File: src/rtl/csr_fld_pkg.sv
package csr_fld_pkg;
  localparam int MAXF = 16;
  localparam int MAXW = 256;

  typedef enum logic [2:0] {
    FM_RO   = 3'd0,
    FM_WO   = 3'd1,
    FM_RW   = 3'd2,
    FM_W1C  = 3'd3,
    FM_W1S  = 3'd4,
    FM_RSV0 = 3'd5,
    FM_RSVK = 3'd6
  } fld_mode_e;

  function automatic int fld_width(input logic [MAXF*8-1:0] w, input int i);
    return int'(w[i*8 +: 8]);
  endfunction

  // Offset is the sum of all earlier widths (packed from bit 0)
  function automatic int fld_off(input logic [MAXF*8-1:0] w, input int i);
    int s;
    s = 0;
    for (int j = 0; j < i; j++) s += fld_width(w, j);
    return s;
  endfunction

  function automatic int reg_width(input logic [MAXF*8-1:0] w, input int nf);
    return fld_off(w, nf);
  endfunction

  // Bit mask of every bit that belongs to a field of the given mode
  function automatic logic [MAXW-1:0] mode_mask(input logic [MAXF*8-1:0] w,
                                                input logic [MAXF*3-1:0] m,
                                                input int nf,
                                                input fld_mode_e md);
    logic [MAXW-1:0] r;
    r = '0;
    for (int i = 0; i < nf; i++) begin
      if (m[i*3 +: 3] == md) begin
        for (int b = 0; b < fld_width(w, i); b++) r[fld_off(w, i) + b] = 1'b1;
      end
    end
    return r;
  endfunction
endpackage

File: src/rtl/csr_fld_slice.sv
module csr_fld_slice
  import csr_fld_pkg::*;
#(
  parameter int        W    = 1,
  parameter fld_mode_e MODE = FM_RW,
  parameter logic [W-1:0] RST = '0
) (
  input  logic         clk,
  input  logic         rst,
  input  logic         wr_en,
  input  logic [W-1:0] wdata,
  input  logic [W-1:0] per_in,
  input  logic [W-1:0] per_set,
  input  logic [W-1:0] per_clr,
  output logic [W-1:0] q,
  output logic [W-1:0] rd_val,
  output logic         wstb
);
  localparam bit HAS_STB = (MODE == FM_RW) || (MODE == FM_WO);

  logic [W-1:0] q_reg;
  logic [W-1:0] q_nxt;
  logic [W-1:0] bus_ones;

  assign bus_ones = wr_en ? wdata : '0;

  // Flag kinds: the setting term is OR-ed last so a set always wins
  always_comb begin
    case (MODE)
      FM_RW, FM_WO: q_nxt = wr_en ? wdata : q_reg;
      FM_W1C:       q_nxt = (q_reg & ~bus_ones) | per_set;
      FM_W1S:       q_nxt = (q_reg & ~per_clr) | bus_ones;
      FM_RSV0:      q_nxt = wr_en ? '0 : q_reg;
      default:      q_nxt = q_reg;
    endcase
  end

  always_ff @(posedge clk) begin
    if (rst) begin
      q_reg <= RST;
      wstb  <= 1'b0;
    end else begin
      q_reg <= q_nxt;
      wstb  <= wr_en && HAS_STB;
    end
  end

  always_comb begin
    case (MODE)
      FM_RO:   rd_val = per_in;
      FM_WO:   rd_val = '0;
      default: rd_val = q_reg;
    endcase
  end

  assign q = (MODE == FM_RO) ? '0 : q_reg;
endmodule

File: src/rtl/csr_rd_path.sv
module csr_rd_path #(
  parameter int REG_W = 8,
  parameter int BUS_W = 32
) (
  input  logic             clk,
  input  logic             rst,
  input  logic             rd_en,
  input  logic [REG_W-1:0] rd_val,
  output logic [BUS_W-1:0] rdata
);
  always_ff @(posedge clk) begin
    if (rst) rdata <= '0;
    else     rdata <= rd_en ? BUS_W'(rd_val) : '0;
  end
endmodule

File: src/rtl/csr_field_reg.sv
module csr_field_reg
  import csr_fld_pkg::*;
#(
  parameter int NF    = 7,
  parameter int BUS_W = 32,
  parameter logic [NF*8-1:0] FLD_W = {8'd2, 8'd2, 8'd2, 8'd2, 8'd4, 8'd4, 8'd4},
  parameter logic [NF*3-1:0] FLD_M = {3'd6, 3'd5, 3'd4, 3'd3, 3'd1, 3'd0, 3'd2},
  parameter logic [BUS_W-1:0] RST_VAL = 32'h000B_0005,
  localparam int REG_W = reg_width((MAXF*8)'(FLD_W), NF)
) (
  input  logic             clk,
  input  logic             rst,
  input  logic             bus_sel,
  input  logic             bus_rd,
  input  logic             bus_wr,
  input  logic [BUS_W-1:0] bus_wdata,
  output logic [BUS_W-1:0] bus_rdata,
  input  logic [REG_W-1:0] per_in,
  input  logic [REG_W-1:0] per_set,
  input  logic [REG_W-1:0] per_clr,
  output logic [REG_W-1:0] per_q,
  output logic [NF-1:0]    per_wstb
);
  localparam logic [MAXF*8-1:0] W_ALL = (MAXF*8)'(FLD_W);

  logic             wr_hit;
  logic             rd_hit;
  logic [REG_W-1:0] rd_val;

  assign wr_hit = bus_sel & bus_wr;
  assign rd_hit = bus_sel & bus_rd;

  for (genvar i = 0; i < NF; i++) begin : g_fld
    localparam int OFF = fld_off(W_ALL, i);
    localparam int FW  = fld_width(W_ALL, i);
    csr_fld_slice #(
      .W    (FW),
      .MODE (fld_mode_e'(FLD_M[i*3 +: 3])),
      .RST  (RST_VAL[OFF +: FW])
    ) u_slice (
      .clk     (clk),
      .rst     (rst),
      .wr_en   (wr_hit),
      .wdata   (bus_wdata[OFF +: FW]),
      .per_in  (per_in[OFF +: FW]),
      .per_set (per_set[OFF +: FW]),
      .per_clr (per_clr[OFF +: FW]),
      .q       (per_q[OFF +: FW]),
      .rd_val  (rd_val[OFF +: FW]),
      .wstb    (per_wstb[i])
    );
  end

  if (REG_W < BUS_W) begin : g_hi
    logic unused_wdata_hi;
    assign unused_wdata_hi = ^bus_wdata[BUS_W-1:REG_W];
  end

  csr_rd_path #(
    .REG_W (REG_W),
    .BUS_W (BUS_W)
  ) u_rd (
    .clk    (clk),
    .rst    (rst),
    .rd_en  (rd_hit),
    .rd_val (rd_val),
    .rdata  (bus_rdata)
  );
endmodule

File: config.mk
export PLATFORM = sky130hd
export DESIGN_NAME = csr_field_reg
export DESIGN_NICKNAME = d
export VERILOG_FILES = /design/src/rtl/csr_fld_pkg.sv /design/src/rtl/csr_fld_slice.sv /design/src/rtl/csr_rd_path.sv /design/src/rtl/csr_field_reg.sv
export SDC_FILE = /design/constraint.sdc
export NUM_CORES = 1
export LEC_CHECK = 0
export BUFFER_PORTS_ARGS = -buffer_cell sky130_fd_sc_hd__buf_2
export CORE_MARGIN = 5
export CORE_UTILIZATION = 36
export CTS_BUF_LIST = sky130_fd_sc_hd__clkbuf_4 sky130_fd_sc_hd__clkbuf_8
export CTS_CLUSTER_SIZE = 28
export DETAILED_ROUTE_END_ITERATION = 10
export PLACE_DENSITY = 0.88
export REMOVE_ABC_BUFFERS = 1
export SYNTH_ARGS = -nofsm -noshare
export SYNTH_HDL_FRONTEND = slang
export SYNTH_HIERARCHICAL = 1
export SYNTH_SLANG_ARGS = --single-unit
File: constraint.sdc
create_clock -name clk -period 1.3 [get_ports clk]
set_input_delay 0.26 -clock clk [delete_from_list [all_inputs] [get_ports clk]]
set_output_delay 0.26 -clock clk [all_outputs]
set_load 0.01 [all_outputs]
# ---- After elaboration in Yosys (flattened, before gate mapping)
# Index checks and enable logic that the tools add are counted.
dict set report totals {
  regBits 46
  output_inout_bits 59
  elab_cells 20
}
dict set report classes {
  mux 2
  bitwise_logic 9
  reduce_logical 1
}
# operator count
set ops {}
lappend ops {{2-bit AND} 2}
lappend ops {{2-bit two-way mux} 2}
lappend ops {{2-bit NOT} 2}
lappend ops {{2-bit OR} 2}
lappend ops {{1-bit AND} 2}
lappend ops {{2-bit OR reduction} 1}
lappend ops {{1-bit NOT} 1}

# ---- Depth between registers and ports, before layout
dict set report depth {
  depth_word 5
  depth_mapped 4
}

# ---- By module
# Netlist, hierarchy kept.
# mod instances cells_per_inst area_each_um2 seq_area_each_um2
set modules_own_cells {}
lappend modules_own_cells {csr_rd_path 1 57 701.9 400.4}
lappend modules_own_cells {{csr_fld_slice (g_fld[0].u_slice)} 1 19 210.2 100.1}
lappend modules_own_cells {{csr_fld_slice (g_fld[2].u_slice)} 1 20 206.4 100.1}
lappend modules_own_cells {{csr_fld_slice (g_fld[3].u_slice)} 1 12 98.8 40.0}
lappend modules_own_cells {{csr_fld_slice (g_fld[4].u_slice)} 1 12 96.3 40.0}
lappend modules_own_cells {{csr_fld_slice (g_fld[1].u_slice)} 1 10 71.3 0.0}
lappend modules_own_cells {{csr_fld_slice (g_fld[5].u_slice)} 1 8 65.1 20.0}
lappend modules_own_cells {{csr_fld_slice (g_fld[6].u_slice)} 1 7 45.0 0.0}
lappend modules_own_cells {csr_field_reg 1 2 12.5 0.0}

# ---- Worst setup path after synthesis
# Ideal clock, no wire load.
dict set report synth_path {
  path_kind {input port to flip-flop}
  from {in bus_sel}
  to {reg g_fld[0].u_slice.q_reg[0]}
  setup_time_ns 0.120
  arrival_ns 0.892
  path_slack_ns 0.288
  stages 4
  path_buffers 1
  cell_sequence {and2_1 -> buf_6 -> nor2b_2 -> a211o_1}
}
dict set report synth_between {
  elab_chain_len 1
}
# item line_no
set synth_lines {}
lappend synth_lines {{from (decl)} csr_field_reg.sv:13} ;# input logic bus_sel,
lappend synth_lines {{1-bit AND} csr_field_reg.sv:30} ;# assign wr_hit = bus_sel & bus_wr;
lappend synth_lines {{to (signal assigned)} csr_fld_slice.sv:43} ;# q_reg <= q_nxt;
lappend synth_lines {{to (decl)} csr_fld_slice.sv:21} ;# logic [W-1:0] q_reg;
# Every way passes these cells.
# A chain may end at the register's enable or synchronous reset.

==> impl_results.md <==
* Max reg flops at 20
* Clk slew on worst S/H paths at 60 ps
* Syn Area/Cell at 10.3 sq um
* Horiz. Die Dim at 74.7 um
* Initial Utilization at 37.4%
* Hold_sp: bus_wdata[13]
* Post-layout minimum cycle time at 1070 ps
* Worst min path class: in -> reg
* Status: completed
* Core Area at 4030 sq um
* Number of remaining DRC errors at 0
* Hold Path Sink: g_fld[3].u_slice/q[1]$_SDFF_PP0_
* GP Congestion at 0.671
* Post-CTS sizing at 0
* Final Util at 41.5%
* Syn. warnings at 6
* Leak at 0.946 nW
* Clk_lat worst skew at 280 ps
* Pre-CTS setup slack at 165 ps
* I/O Pins at 156
* P per Cell Area at 1260 nW/um^2
* WP buf/inv at 1
* CP Capture Type: output port
* Post-synth cell types at 18
* Sequential fraction of the synthesis area at 46.5%
* Final setup margin at 229 ps
* TritonCTS buffer count at 5
* Share of layout cells above drive strength 1 at 38.0%
* Total negative slack at 0 ps
* Final period util at 82.4%
* Setup Fix Bufs, Post-CTS at 0
* Worst hold path cell count at 2
* Worst-path cell chain: buf_2
* Critical path peak fanout at 5
* Deepest clock path buffer count at 2
* Worst rel slew slack at 65.5%
* Critical path startpoint category: flip-flop
* Kind of cell adding the most delay to the critical path: flip-flops
* Number of diodes at 0
* Vias per std cell at 4.03
* Initial antenna violation count at 0
* Final setup viols at 0
* IO buf count at 60
* Reg-to-Reg Start: g_fld[0].u_slice/q[0]$_SDFFE_PP1P_
* GRT Util Overall at 10.0%
* Reg2reg path depth at 2
* Critical R2R Capture: g_fld[0].u_slice/q[0]$_SDFFE_PP1P_
* Routed WL per cell at 10.8 um
* First-pass GRT wire length at 4.07 mm
* Mapped cell area at 1510 sq um
* Ys async rst share at 0%
* Post-Route WL at 2.56 mm
* Die height at 74.7 um
* Iter 0 DRT Violations at 15
* Worst Setup Path Type: reg -> out
* Max Cap Violations at 0
* Remaining global-route overflow at 0
* Hold Slack at 174 ps
* Largest net degree at the start of global routing at 36
* Synthesized flop and latch total at 35
* Post-DRT Antenna Nets at 0
* Fmax at 934 MHz
* Via Count at 955
* Max-slew violation count at 0
* H-tree levels at 2
* DRT Pass-1 Iters at 4
* Main synth FF type: dfxtp_1
* Synth-to-layout area growth at 11.0%
* Nets@finish at 283
* Full die area at 5580 sq um
* Worst Tran Pin Value at 518 ps
* Peak VDD IR at 601 uV
* Reg2Reg Setup Slack at 530 ps
* WP data arrival at 810 ps
* CTS Hold Bufs at 0
* Clock sinks at 35
* RSZ-0062 raised after global routing: false
* Mapped Cells at 147
* TritonCTS clock tree: built
* Max Clock Skew at 3.72 ps
* Final Total Pwr at 2.12 mW
* Root Buffer: clkbuf_8
* Number of global-route vias before repair at 944
* Critical Path Max Stage Delay at 380 ps
* Count of final hold-check violations at 0
* # rows at 23
* Post-DP HPWL at 1.98 mm
* Critical-path top delay cell: dfxtp_1
* Worst EP required at 1040 ps
* EDFF count, synth at 0
==> report_power, final <==
group / internal [mW] / switching [mW] / total [mW]
clock: 0.417 / 0.345 / 0.761
combinational: 0.0986 / 0.126 / 0.224
sequential: 1.11 / 0.0169 / 1.13
==> metal layers <==
layer	wire, um	track usage [%]
met5	0	0
met4	28	3.56
met3	389	6.01
met2	1210	17.0
met1	938	10.2
==> stage by stage <==
stage | cell area, sq um | instances
finish | 1670 | 237
global route | 1670 | 237
CTS | 1670 | 237
detailed placement | 1580 | 229
global placement | 1580 | 229
floorplan | 1200 | 118
==> cells in the mapped netlist, drive strengths merged, types with 2 or more instances <==
| library cell | n | area share (%) |
|---|---|---|
| mux2i | 6 | 4.0 |
| and3b | 20 | 12 |
| a211o | 2 | 1.2 |
| and2 | 2 | 0.83 |
| a311oi | 2 | 1.2 |
| dfxtp | 35 | 46 |
| conb | 8 | 2.0 |
| nor2b | 4 | 2.0 |
| a21oi | 2 | 0.66 |
| nor2 | 8 | 2.0 |
| nand2 | 2 | 0.50 |
| inv | 3 | 0.75 |
| buf | 50 | 26 |
| nand2b | 2 | 0.83 |
==> worst max path at each step <==
| stage | slack, ps | depth (start not counted) | start | end |
|---|---|---|---|---|
| after global routing | 170 | 1 | g_fld[5].u_slice/q[0]$_SDFFE_PP1P_ | per_q[16] |
| after global placement | 200 | 3 | bus_sel | u_rd/rdata[0]$_SDFF_PP0_ |
| after detailed placement | 170 | 3 | bus_sel | u_rd/rdata[3]$_SDFF_PP0_ |
| final | 230 | 1 | g_fld[5].u_slice/q[0]$_SDFFE_PP1P_ | per_q[17] |
| after CTS | 210 | 1 | g_fld[5].u_slice/q[0]$_SDFFE_PP1P_ | per_q[17] |
| after floorplan | 160 | 3 | bus_sel | g_fld[0].u_slice/q[0]$_SDFFE_PP1P_ |
==> logic make-up after synthesis <==
| group | Yosys count | synth area share, % |
|---|---|---|
| AO/OA/AOI/OAI | 7 | 3.49 |
| other | 8 | 1.99 |
| buffers and inverters | 53 | 26.3 |
| flip-flops | 35 | 46.5 |
| multiplexers | 6 | 3.98 |
| AND/OR/NAND/NOR | 38 | 17.8 |
==> final cells by class <==
| type | count | area [sq um] |
|---|---|---|
| clock buffers | 7 | 83.8 |
| clock inverters | 1 | 5.00 |
| fillers | 425 | 2360 |
| inverters | 3 | 11.3 |
| multi-input cells | 80 | 489 |
| flip-flops and latches | 35 | 701 |
| well taps | 50 | 62.6 |
| repair buffers | 61 | 320 |
==> placed cells by master (no fill, tap or decap) <==
master	n
conb_1	29
buf_12	1
a311oi_1	2
clkbuf_4	2
and2_1	2
dfxtp_1	35
clkbuf_8	5
a211o_1	2
clkinv_2	1
nand2_1	2
nor2b_1	2
a21oi_1	2
buf_2	60
inv_1	3
and3b_1	20
nor2_1	8
mux2i_1	6
nand2b_1	2
nor2b_2	2
a21o_1	1
No activity file was read; power rests on OpenSTA's default activity.
